File: config.mk
export PLATFORM = sky130hd
export DESIGN_NAME = dma_rdreq_gen
export DESIGN_NICKNAME = d
export VERILOG_FILES = /design/src/rtl/dma_rdreq_pkg.sv /design/src/rtl/dma_rdreq_seq.sv /design/src/rtl/dma_rdreq_fmt.sv /design/src/rtl/dma_rdreq_gen.sv
export SDC_FILE = /design/constraint.sdc
export NUM_CORES = 1
export LEC_CHECK = 0
export BUFFER_PORTS_ARGS = -buffer_cell sky130_fd_sc_hd__buf_2
export CORE_MARGIN = 1.5
export CORE_UTILIZATION = 45
export CTS_BUF_LIST = sky130_fd_sc_hd__clkbuf_4 sky130_fd_sc_hd__clkbuf_8 sky130_fd_sc_hd__clkbuf_16
export CTS_CLUSTER_SIZE = 30
export DETAILED_ROUTE_END_ITERATION = 10
export GPL_TIMING_DRIVEN = 0
export HOLD_SLACK_MARGIN = 0.15
export PLACE_DENSITY_LB_ADDON = 0.1
export SYNTH_ARGS = -nofsm -noshare
export SYNTH_HDL_FRONTEND = slang
export SYNTH_SLANG_ARGS = --single-unit
File: constraint.sdc
create_clock -name clk -period 7.7 [get_ports clk]
set_clock_uncertainty 0.05 [all_clocks]
set_input_delay 1.155 -clock clk [delete_from_list [all_inputs] [get_ports clk]]
set_output_delay 1.155 -clock clk [all_outputs]
set_load 0.05 [all_outputs]
File: src/rtl/dma_rdreq_pkg.sv
package dma_rdreq_pkg;

  localparam int HDR_DW = 3;

  typedef enum logic [1:0] {ST_IDLE, ST_SEND, ST_HOLD} rdreq_state_e;

  // doubleword 0: memory read, 3DW, no data; relaxed ordering in bit 13
  function automatic logic [31:0] mrd_dw0(input logic [9:0] len);
    logic [31:0] w;
    w = '0;
    w[13]  = 1'b1;
    w[9:0] = len;
    return w;
  endfunction

  // doubleword 1: requester id, tag, last/first byte enables
  function automatic logic [31:0] mrd_dw1(input logic [15:0] rid,
                                          input logic [7:0]  tag,
                                          input logic [9:0]  len);
    logic [3:0] last_be;
    last_be = (len == 10'd1) ? 4'h0 : 4'hF;
    return {rid, tag, last_be, 4'hF};
  endfunction

  // doubleword 2: dword-aligned byte address
  function automatic logic [31:0] mrd_dw2(input logic [31:0] addr);
    return {addr[31:2], 2'b00};
  endfunction

endpackage

File: src/rtl/dma_rdreq_seq.sv
module dma_rdreq_seq
  import dma_rdreq_pkg::*;
#(
  parameter int CHUNK_DW = 32,
  parameter int LEN_W    = 16,
  parameter int TAG_W    = 5
) (
  input  logic             clk,
  input  logic             rst,
  input  logic             cmd_start,
  input  logic [31:0]      cmd_addr,
  input  logic [LEN_W-1:0] cmd_len,
  input  logic             tx_ready,
  output logic             tx_valid,
  output logic             done,
  output logic             beat_load,
  output logic             accept,
  output logic             more_left,
  output logic [31:0]      ld_addr,
  output logic [9:0]       ld_len,
  output logic [TAG_W-1:0] ld_tag
);

  localparam logic [31:0]      STEP_B  = 32'(CHUNK_DW * 4);
  localparam logic [LEN_W-1:0] CHUNK_L = LEN_W'(CHUNK_DW);

  function automatic logic [9:0] chunk_of(input logic [LEN_W-1:0] left_dw);
    return (left_dw >= CHUNK_L) ? 10'(CHUNK_DW) : left_dw[9:0];
  endfunction

  rdreq_state_e     state;
  logic [31:0]      nxt_addr;
  logic [LEN_W-1:0] left;
  logic [TAG_W-1:0] tag;
  logic [31:0]      src_addr;
  logic [LEN_W-1:0] src_left;
  logic             idle_go;

  always_comb begin
    accept    = tx_valid && tx_ready;
    more_left = (left != '0);
    idle_go   = (state == ST_IDLE) && cmd_start && (cmd_len != '0);
    src_addr  = (state == ST_IDLE) ? cmd_addr : nxt_addr;
    src_left  = (state == ST_IDLE) ? cmd_len  : left;
    beat_load = idle_go || (accept && more_left);
    ld_addr   = src_addr;
    ld_len    = chunk_of(src_left);
    ld_tag    = tag;
  end

  always_ff @(posedge clk) begin
    if (rst) begin
      state    <= ST_IDLE;
      tx_valid <= 1'b0;
      done     <= 1'b0;
      tag      <= '0;
      nxt_addr <= '0;
      left     <= '0;
    end else begin
      done <= 1'b0;
      if (beat_load) begin
        nxt_addr <= src_addr + STEP_B;
        left     <= src_left - LEN_W'(ld_len);
        tag      <= tag + TAG_W'(1);
        tx_valid <= 1'b1;
      end
      case (state)
        ST_IDLE: begin
          if (cmd_start) begin
            if (cmd_len == '0) begin
              done  <= 1'b1;
              state <= ST_HOLD;
            end else begin
              state <= ST_SEND;
            end
          end
        end
        ST_SEND: begin
          if (accept && !more_left) begin
            tx_valid <= 1'b0;
            done     <= 1'b1;
            state    <= ST_HOLD;
          end
        end
        ST_HOLD: begin
          if (!cmd_start) state <= ST_IDLE;
        end
        default: state <= ST_IDLE;
      endcase
    end
  end

endmodule

File: src/rtl/dma_rdreq_fmt.sv
module dma_rdreq_fmt
  import dma_rdreq_pkg::*;
#(
  parameter int TAG_W = 5
) (
  input  logic             clk,
  input  logic             rst,
  input  logic             beat_load,
  input  logic [31:0]      ld_addr,
  input  logic [9:0]       ld_len,
  input  logic [TAG_W-1:0] ld_tag,
  input  logic [7:0]       cfg_bus,
  input  logic [4:0]       cfg_dev,
  input  logic [2:0]       cfg_fn,
  output logic [127:0]     tx_data
);

  logic [15:0] req_id;
  logic [7:0]  tag8;

  assign req_id = {cfg_bus, cfg_dev, cfg_fn};
  assign tag8   = 8'(ld_tag);

  always_ff @(posedge clk) begin
    if (rst) begin
      tx_data <= '0;
    end else if (beat_load) begin
      tx_data <= {mrd_dw0(ld_len), mrd_dw1(req_id, tag8, ld_len),
                  mrd_dw2(ld_addr), 32'h0};
    end
  end

endmodule

File: src/rtl/dma_rdreq_gen.sv
module dma_rdreq_gen
  import dma_rdreq_pkg::*;
#(
  parameter int CHUNK_DW = 32,
  parameter int TAG_W    = 5
) (
  input  logic         clk,
  input  logic         rst,
  input  logic         cmd_start,
  input  logic [31:0]  cmd_addr,
  input  logic [15:0]  cmd_len,
  input  logic [7:0]   cfg_bus,
  input  logic [4:0]   cfg_dev,
  input  logic [2:0]   cfg_fn,
  output logic         tx_valid,
  input  logic         tx_ready,
  output logic [127:0] tx_data,
  output logic [2:0]   tx_dw_cnt,
  output logic         done
);

  logic             beat_load;
  logic             accept;
  logic             more_left;
  logic [31:0]      ld_addr;
  logic [9:0]       ld_len;
  logic [TAG_W-1:0] ld_tag;

  assign tx_dw_cnt = 3'(HDR_DW);

  dma_rdreq_seq #(.CHUNK_DW(CHUNK_DW), .LEN_W(16), .TAG_W(TAG_W)) u_seq (
    .clk(clk), .rst(rst), .cmd_start(cmd_start), .cmd_addr(cmd_addr),
    .cmd_len(cmd_len), .tx_ready(tx_ready), .tx_valid(tx_valid), .done(done),
    .beat_load(beat_load), .accept(accept), .more_left(more_left),
    .ld_addr(ld_addr), .ld_len(ld_len), .ld_tag(ld_tag)
  );

  dma_rdreq_fmt #(.TAG_W(TAG_W)) u_fmt (
    .clk(clk), .rst(rst), .beat_load(beat_load), .ld_addr(ld_addr),
    .ld_len(ld_len), .ld_tag(ld_tag), .cfg_bus(cfg_bus), .cfg_dev(cfg_dev),
    .cfg_fn(cfg_fn), .tx_data(tx_data)
  );

endmodule

==> results by group, run 1 <==
Status
  – Outcome: finished clean

Timing
  – Setup tns final: 0 ps
  – Fin. max-slew vios: 0
  – Finish-stage setup viols: 0
  – Period utilization: 67.76%
  – Crit path time final: 5218 ps
  – Worst Tran Pin Value: 876.1 ps
  – Normalized max-slew margin: 41.59%
  – F_max: 191.7 MHz
  – Final hold vios: 0
  – RSZ-0062 raised after global routing: no
  – Worst Hold Slack: 395.0 ps

Logic synthesis
  – Sequential fraction of the synthesis area: 34.39%
  – Seq cells post-synth: 113
  – Synth warnings: 0
  – Post-synth EDFFs: 0
  – Syn avg cell area: 7.823 um2
  – Post-synth ARST share: 0%
  – Top FF cell, synth: dfxtp_1
  – Synthesized area: 6579 um2
  – Syn Inst Count: 841
  – Post-synthesis cell type count: 73

Finish
  – FF+latch area: 2262 um2
  – Layout cells sized above 1: 28.16%
  – # diodes: 0
  – Final instance area: 8347 um2
  – Nets: 1128
  – Most common cell after layout, fill and taps aside: buf_2
  – Fill count: 1443
  – Multi-input gate area: 3684 um2
  – Most frequent cells in the layout: buf_2, nand2_1, dfxtp_1, nor2_1, buf_4
  – Area grow syn2layout: 26.87%

CTS
  – Skew-Pair Late Insertion Delay: 420 ps
  – Postcts setup bufs: 0
  – Clock Sinks: 113
  – Cts repair resizes: 0
  – H-tree levels: 4
  – CTS Hold Bufs: 0
  – Number of buffers created by CTS: 17
  – Clock root buffer: clkbuf_16
  – CTS tree: done
  – Clock buffer depth: 2
  – CTS clock-pin slew for the worst setup and hold paths: 60 ps

Worst setup path
  – Critical path cell sequence: buf_2, nor2_4, buf_2, buf_2, buf_2, clkbuf_1, nand2_1, nand2_1, ha_1, o21ai_1, nor4b_4, nor3b_1, a21oi_1, o21ai_0, a21oi_1
  – CP peak stage delay: 630 ps
  – Slowest-stage cell, CP: nor4b_4
  – Critical path fanouts, max: 10
  – CP startpoint kind: flop
  – WS Path Type: reg -> reg
  – CP Capture Type: flop
  – CP delay by family, top: buffers and inverters
  – Worst Path Buf+Inv: 5
  – Required @ worst endpoint: 7920 ps
  – FF-to-FF Start: u_seq.state[1]$_SDFFE_PP0P_
  – Reg2reg path depth: 15
  – CP arrival: 5430 ps
  – CP dominant cell by count: buf_2
  – R2r setup slk: 2480 ps
  – RR Endpoint: u_seq.nxt_addr[23]$_SDFFE_PP0P_

Global route
  – Initial antenna violation count: 0
  – Grt ovf: 0
  – Number of global-route vias before repair: 6275
  – First-pass GRT wire length: 33940 um
  – Largest net degree at the start of global routing: 17
  – Tot GR Track Use: 29.74%

Min path
  – Hold path startpoint: u_fmt.tx_data[89]$_SDFFE_PP0P_
  – Worst hold endpoint: u_fmt.tx_data[89]$_SDFFE_PP0P_
  – WHS Path Cells: 2
  – Tightest Hold Check Type: reg -> reg

Route
  – Detail Route Antenna Nets: 0
  – Met2 wire length: 10250 um
  – Met1 wire length: 9058 um
  – Vias/cell: 5.553
  – Residual DRC: 0
  – Initial DRC Count: 688
  – WL/cell: 18.02 um
  – Total Wirelength: 22570 um
  – Drt first pass iters: 6
  – Met3 routed WL: 2371 um
  – Max Used Layer: met4
  – Via count: 6958

Floorplanning
  – Std cell rows: 44
  – Initial core utilization: 45.61%
  – Die H: 123.9 um
  – Total I/O pin count: 201
  – Core Footprint: 14420 um2
  – Die area: 15350 um2
  – Die X: 123.9 um

Power
  – Max rail drop VDD: 151.3 uV
  – Power density cells: 248.3 nW/um2
  – P_leak: 0.003773 uW

Place
  – # port buffers: 137
  – Gp weighted congestion: 0.9435
  – Placed Area: 7720 um2
  – Post-DP HPWL: 15960 um

Flow run
  – Max-cap viol count: 0
[registers in the layout, indices dropped and copies added (netlist names)]
name,flops
u_fmt.tx_data,63
u_seq.nxt_addr,25
u_seq.left,16
u_seq.ld_tag,5
u_seq.state,2
u_seq.done,1
u_seq.tx_valid,1
[synth_stat cells, types with 8 or more instances]
library cell  count  area, um2
nand2_1         142      533.0
nor2_1           85      319.1
nor3_1           19      95.09
a211oi_1          8      60.06
or4_1            13      97.59
nor4_1            9      56.30
a311oi_1          8      70.07
and3_1            8      50.05
a21oi_1          67      335.3
a31oi_1          16      100.1
buf_2            20      100.1
clkbuf_1         23      86.33
buf_4            79      593.1
dfxtp_1         113       2262
o21ai_0          27      135.1
mux2i_1          19      190.2
nand3_1          21      105.1
o211ai_1          9      67.56
a211oi_2         10      125.1
[per-layer routing]
layer  GRT usage (%)  up-vias
met1           37.76     3136
li1                -     3303
met3           7.097       71
met4           15.77        0
met2           46.79      448
met5               0        -
[worst register-to-register path, cell delays in order (launching register included)]
cell and delay [ps]:
dfxtp_1 380, buf_2 260, nor2_4 270, buf_2 380
buf_2 400, buf_2 420, clkbuf_1 560, nand2_1 120
nand2_1 100, ha_1 240, o21ai_1 220, nor4b_4 630
nor3b_1 620, a21oi_1 140, o21ai_0 190, a21oi_1 90
[metrics by stage]
stage | total power [uW] | cells | utilization (%) | setup slack, ps
2_1_floorplan | 1091 | 901 | - | 4124
3_5_place_dp | 1233 | 1222 | 53.52 | 2772
5_1_grt | 2149 | 1253 | 57.87 | 2308
4_1_cts | 2074 | 1253 | 57.87 | 2742
3_3_place_gp | 1232 | 1222 | 53.52 | 2752
6_report | 2073 | 1253 | 57.87 | 2482
[worst max path at each step]
stage | slack, ps | cells after the start | start | end
after global placement | 2750 | 15 | u_seq.state[1]$_SDFFE_PP0P_ | u_seq.nxt_addr[23]$_SDFFE_PP0P_
after detailed placement | 2770 | 15 | u_seq.state[1]$_SDFFE_PP0P_ | u_seq.nxt_addr[23]$_SDFFE_PP0P_
after floorplan | 4120 | 10 | cmd_len[9] | u_seq.left[10]$_SDFFE_PP0P_
after CTS | 2740 | 15 | u_seq.state[1]$_SDFFE_PP0P_ | u_seq.nxt_addr[23]$_SDFFE_PP0P_
after global routing | 2310 | 15 | u_seq.state[1]$_SDFFE_PP0P_ | u_seq.nxt_addr[23]$_SDFFE_PP0P_
final | 2480 | 15 | u_seq.state[1]$_SDFFE_PP0P_ | u_seq.nxt_addr[23]$_SDFFE_PP0P_
[logic make-up after synthesis]
group / Yosys count / share of synthesized area [%]
AO/OA/AOI/OAI: 209 / 22.10
XOR/XNOR: 9 / 1.198
adder cells (fa/ha/maj): 3 / 0.5706
buffers and inverters: 135 / 13.05
flip-flops: 113 / 34.39
multiplexers: 24 / 3.804
other: 2 / 0.1142
AND/OR/NAND/NOR: 346 / 24.78
[final cells by class]
type | count | share of cell area [%]
inverters | 6 | 0.2698
flip-flops and latches | 113 | 27.10
multi-input cells | 653 | 44.13
clock inverters | 10 | 1.904
clock buffers | 21 | 5.606
repair buffers | 137 | 8.215
plain buffers | 129 | 10.01
well taps | 184 | 2.758
[where the power goes]
| group | switching, uW | internal, uW |
|---|---|---|
| logic | 398 | 163 |
| clock network | 278 | 562 |
| registers | 38.0 | 634 |
Note: power is estimated with default switching activity, not from simulation.
==> inputs of run 2 (changes only) <==
clock period = 4.3 ns   (was 7.7 ns; I/O delays follow)
==> run 2 against run 1 <==
Net effect:
- via count shrank 0.79%
- fmax up 26%
- worst setup slack got worse by 2300 ps
==> results by group, run 2 (synthesized netlist as in run 1, its figures left out) <==
Global route
  – Largest net degree at the start of global routing: 20
  – Number of global-route vias before repair: 6290
  – Tot GR Track Use: 29.53%
  – First-pass GRT wire length: 33820 um
  – Initial antenna violation count: 0
  – Grt ovf: 0

Place
  – Gp weighted congestion: 0.9435
  – # port buffers: 137
  – Placed Area: 7720 um2
  – Post-DP HPWL: 15960 um
  – Inst Count DP: 1222
  – Pre-CTS setup slack: -627.7 ps

CTS
  – CTS clock-pin slew for the worst setup and hold paths: 60 ps
  – Clock root buffer: clkbuf_16
  – H-tree levels: 4
  – Skew-Pair Late Insertion Delay: 420 ps
  – CTS tree: done
  – Number of buffers created by CTS: 17
  – Clock Sinks: 113
  – Clock buffer depth: 2

Finish
  – Largest registers: u_fmt.tx_data (63), u_seq.nxt_addr (25), u_seq.left (16)
  – Top reg by flops: u_fmt.tx_data
  – Layout Cells excl Fill: 1254
  – Multi-input gate area: 3689 um2
  – # diodes: 0
  – Max reg flops: 63
  – Final instance area: 8376 um2
  – Final design utilization: 58.07%
  – Nets: 1129
  – Most common cell after layout, fill and taps aside: buf_2
  – Most frequent cells in the layout: buf_2, nand2_1, dfxtp_1, nor2_1, buf_4
  – Layout cells sized above 1: 28.79%
  – Fill count: 1437
  – Area grow syn2layout: 27.31%
  – FF+latch area: 2262 um2

Route
  – Met1 wire length: 9153 um
  – Vias/cell: 5.505
  – Met3 routed WL: 2186 um
  – Max Used Layer: met4
  – Initial DRC Count: 614
  – Detail Route Antenna Nets: 0
  – Met2 wire length: 10090 um
  – Residual DRC: 0
  – Via count: 6903
  – WL/cell: 17.84 um
  – Drt first pass iters: 5
  – Total Wirelength: 22370 um

Timing
  – Finish-stage setup viols: 0
  – Normalized max-slew margin: 43.12%
  – Setup tns final: 0 ps
  – Final hold vios: 0
  – Crit path time final: 4135 ps
  – RSZ-0062 raised after global routing: no
  – F_max: 241.8 MHz
  – Fin. max-slew vios: 0
  – Period utilization: 96.17%
  – Setup WS post-layout: 164.6 ps
  – Worst Tran Pin Value: 853.3 ps

Floorplanning
  – Die X: 123.9 um
  – Initial core utilization: 45.61%
  – Std cell rows: 44
  – Core Footprint: 14420 um2
  – Die H: 123.9 um
  – Total I/O pin count: 201
  – Die area: 15350 um2

Worst setup path
  – Required @ worst endpoint: 4590 ps
  – Slowest-stage cell, CP: or4_1
  – FF-to-FF Start: u_seq.state[1]$_SDFFE_PP0P_
  – Setup crit end: u_seq.nxt_addr[25]$_SDFFE_PP0P_
  – Critical path fanouts, max: 10
  – CP Capture Type: flop
  – CP arrival: 4430 ps
  – Critical path cell sequence: buf_2, nor2_4, buf_2, clkbuf_4, buf_2, nand2_1, nand2_1, ha_1, o21ai_1, nor4b_4, buf_4, nand2_1, or4_1, a21o_1, a31oi_1
  – Worst Setup SP: u_seq.state[1]$_SDFFE_PP0P_
  – Reg2reg path depth: 15
  – R2r setup slk: 160 ps
  – CP startpoint kind: flop
  – RR Endpoint: u_seq.nxt_addr[25]$_SDFFE_PP0P_
  – WS Path Type: reg -> reg
  – CP peak stage delay: 510 ps

Power
  – Max rail drop VDD: 283.4 uV
  – Power density cells: 443.3 nW/um2
  – P_leak: 0.003799 uW

Flow run
  – Max-cap viol count: 0

Status
  – Outcome: finished clean

Min path
  – Tightest Hold Check Type: reg -> reg
[run 2: per-layer routing]
| metal | global-route usage [%] | vias to the layer above |
|---|---|---|
| met4 | 15.77 | 0 |
| met2 | 46.48 | 398 |
| li1 | - | 3308 |
| met1 | 37.50 | 3121 |
| met5 | 0 | - |
| met3 | 6.960 | 76 |
[run 2: worst min-delay path by stage]
stage	startpoint	end	slack (ps)	cells past startpoint
floorplan	u_fmt.tx_data[34]$_SDFFE_PP0P_	u_fmt.tx_data[34]$_SDFFE_PP0P_	380	2
global placement	u_fmt.tx_data[83]$_SDFFE_PP0P_	u_fmt.tx_data[83]$_SDFFE_PP0P_	390	2
detailed placement	u_fmt.tx_data[89]$_SDFFE_PP0P_	u_fmt.tx_data[89]$_SDFFE_PP0P_	390	2
CTS	u_fmt.tx_data[89]$_SDFFE_PP0P_	u_fmt.tx_data[89]$_SDFFE_PP0P_	400	2
finish	u_fmt.tx_data[89]$_SDFFE_PP0P_	u_fmt.tx_data[89]$_SDFFE_PP0P_	400	2
global route	u_fmt.tx_data[82]$_SDFFE_PP0P_	u_fmt.tx_data[82]$_SDFFE_PP0P_	420	2
[run 2: timing repair]
item,CTS,global route
setup endpoints to repair,9,2
pin swaps,1,0
hold buffers,0,0
resized for setup,5,1
setup buffers,3,0
[run 2: critical path, delay by kind of cell, from the launching register on]
family	cells	cell delay (ps)
buf+inv	5	1510
simple gates	6	1360
compound gates	3	500
flops	1	380
fa+ha+maj	1	240
[run 2: final cells by class]
cell class / instances / share of cell area, %
buffer: 127 / 9.994
clock buffer: 21 / 5.587
clock inverter: 10 / 1.897
inverter: 6 / 0.2689
multi-input combinational: 653 / 44.04
sequential: 113 / 27.01
tap: 184 / 2.749
timing repair buffer: 140 / 8.455
[run 2: power breakdown]
group / switching (uW) / total, uW / leakage, uW / internal [uW]
combinational: 710 / 1000 / 0.00256 / 292
clock: 501 / 1510 / 0.000306 / 1010
sequential: 68.1 / 1200 / 0.000929 / 1140
total: 1280 / 3710 / 0.00380 / 2430
[run 2: stage by stage]
stage                     total power [uW]  hold slack, ps
after CTS                             3713           399.8
after floorplan                       1953           382.2
after global routing                  3848           416.1
final                                 3713           395.0
after global placement                2207           386.0
after detailed placement              2208           391.3
==> inputs of run 3 (changes only) <==
BUFFER_PORTS_ARGS = default   (was -buffer_cell sky130_fd_sc_hd__buf_2)
DONT_BUFFER_PORTS = 1   (was default)
clock period = 4.2 ns   (was 4.3 ns; I/O delays follow)
==> run 3 against run 2 <==
Net effect:
- non-clock buffer count down 138
- sequential power up 16%
- die area unchanged
- largest power group unchanged
- global-route usage up 1.4 points
- register-to-register slack about the same
- critical path type unchanged
- critical path depth unchanged
- fmax up 2.7%
- largest cell class unchanged
- sequential share of layout area up 2.5 points
- clock power down 3%
- highest routed layer unchanged
- power down 1.8%
==> results by group, run 3 (synthesized netlist as in run 1, its figures left out) <==
Global route
  – Initial antenna violation count: 0
  – Largest net degree at the start of global routing: 20
  – Number of global-route vias before repair: 6128
  – First-pass GRT wire length: 35000 um
  – Tot GR Track Use: 30.90%
  – Grt ovf: 0

Timing
  – Crit path time final: 4025 ps
  – Worst Hold Slack: 293.4 ps
  – Setup tns final: 0 ps
  – Period utilization: 95.83%
  – RSZ-0062 raised after global routing: no
  – Final hold vios: 0
  – F_max: 248.5 MHz
  – Finish-stage setup viols: 0
  – Fin. max-slew vios: 0
  – Normalized max-slew margin: 40.33%
  – Worst Tran Pin Value: 895.1 ps

Route
  – Detail Route Antenna Nets: 0
  – Vias/cell: 5.906
  – Drt first pass iters: 5
  – Residual DRC: 0
  – WL/cell: 20.90 um
  – Via count: 6597
  – Initial DRC Count: 686
  – Total Wirelength: 23340 um

Place
  – Post-DP HPWL: 16880 um
  – # port buffers: 0
  – Gp weighted congestion: 0.9344

Finish
  – # diodes: 0
  – Most common cell after layout, fill and taps aside: nand2_1
  – Final design utilization: 53.14%
  – Nets: 991
  – Area grow syn2layout: 16.51%
  – Layout cells sized above 1: 18.33%
  – Top reg by flops: u_fmt.tx_data
  – Max reg flops: 63
  – Most frequent cells in the layout: nand2_1, dfxtp_1, nor2_1, buf_4, a21oi_1
  – Largest registers: u_fmt.tx_data (63), u_seq.nxt_addr (25), u_seq.left (16)

Floorplanning
  – Die X: 123.9 um
  – Die area: 15350 um2
  – Std cell rows: 44
  – Core Footprint: 14420 um2
  – Initial core utilization: 45.61%
  – Total I/O pin count: 201
  – Die H: 123.9 um

Flow run
  – Max-cap viol count: 0

Min path
  – Tightest Hold Check Type: in -> reg
  – Hold path startpoint: cfg_bus[2]

CTS
  – Clock Sinks: 113
  – CTS tree: done
  – Number of buffers created by CTS: 17
  – Skew-Pair Late Insertion Delay: 420 ps
  – Clock buffer depth: 2
  – Clock root buffer: clkbuf_16
  – CTS clock-pin slew for the worst setup and hold paths: 60 ps
  – CTS Hold Bufs: 0
  – H-tree levels: 4

Worst setup path
  – CP startpoint kind: flop
  – Critical path cell sequence: buf_2, nor2_4, clkbuf_4, buf_4, buf_4, nand2_1, nand2_1, ha_1, o21ai_1, nor4b_4, buf_4, nand2_1, or4_1, a21o_1, a31oi_1
  – Critical path fanouts, max: 10
  – CP Capture Type: flop
  – CP peak stage delay: 510 ps
  – Required @ worst endpoint: 4490 ps
  – Slowest-stage cell, CP: or4_1
  – WS Path Type: reg -> reg
  – Worst Setup SP: u_seq.state[1]$_SDFFE_PP0P_
  – CP arrival: 4320 ps
  – FF-to-FF Start: u_seq.state[1]$_SDFFE_PP0P_

Status
  – Outcome: finished clean

Power
  – Power density cells: 475.9 nW/um2
  – Total Power: 3648 uW
  – P_leak: 0.003153 uW
  – Max rail drop VDD: 338.5 uV
[run 3: changes by cell type in the layout (fill, tap and decap cells not counted), sizes merged]
cell,delta
bufinv,-2
clkinvlp,+2
inv,+2
buf,-138
clkinv,-1
[run 3: cell type report]
class	instances	area (um2)
plain buffers	126	840.8
clock buffers	21	467.9
clock inverters	11	130.1
fillers	1417	6759
inverters	6	22.52
multi-input cells	653	3689
flip-flops and latches	113	2262
well taps	184	230.2
repair buffers	3	22.52
[run 3: routing by layer]
metal | wire length (um) | part of all wire [%] | GRT usage [%]
met4 | 697 | 3.0 | 12.86
met2 | 10810 | 46 | 49.59
met1 | 9432 | 40 | 38.98
met5 | 0 | 0 | 0
met3 | 2402 | 10 | 8.791
[run 3: power by group]
| part | switching (uW) | internal (uW) | total, uW |
|---|---|---|---|
| logic | 539 | 245 | 783 |
| registers | 230 | 1160 | 1390 |
| clock network | 551 | 921 | 1470 |
| total | 1320 | 2330 | 3650 |
[run 3: final timing paths]
| path | endpoint | slack (ps) | cells after the start |
|---|---|---|---|
| setup / recovery | u_seq.nxt_addr[25]$_SDFFE_PP0P_ | 180 | 15 |
| hold reg to reg | u_fmt.tx_data[34]$_SDFFE_PP0P_ | 400 | 2 |
| setup reg to reg | u_seq.nxt_addr[25]$_SDFFE_PP0P_ | 180 | 15 |
| hold / removal | u_fmt.tx_data[90]$_SDFFE_PP0P_ | 290 | 2 |
[run 3: what timing repair did]
| action | in CTS | in global routing |
|---|---|---|
| setup endpoints to repair | 11 | 2 |
| gates cloned | 0 | 0 |
| buffers inserted | 3 | 0 |
| pin swaps | 1 | 0 |
| resized for setup | 9 | 2 |
| hold endpoints to repair | 0 | 0 |
[run 3: critical path, delay by kind of cell (launching register included)]
kind | cells | cell delay, ps
buffers and inverters | 5 | 1370
AND/OR/NAND/NOR | 6 | 1350
AO/OA/AOI/OAI | 3 | 510
adder cells (fa/ha/maj) | 1 | 250
flip-flops | 1 | 400
[run 3: metrics by stage]
stage,cells,setup WS (ps),area (um2)
after CTS,1118,113.4,7662
final,1117,175.0,7665
after global placement,1085,-819.5,7034
after global routing,1117,53.88,7665
after detailed placement,1085,-894.3,7034
after floorplan,901,631.1,6804
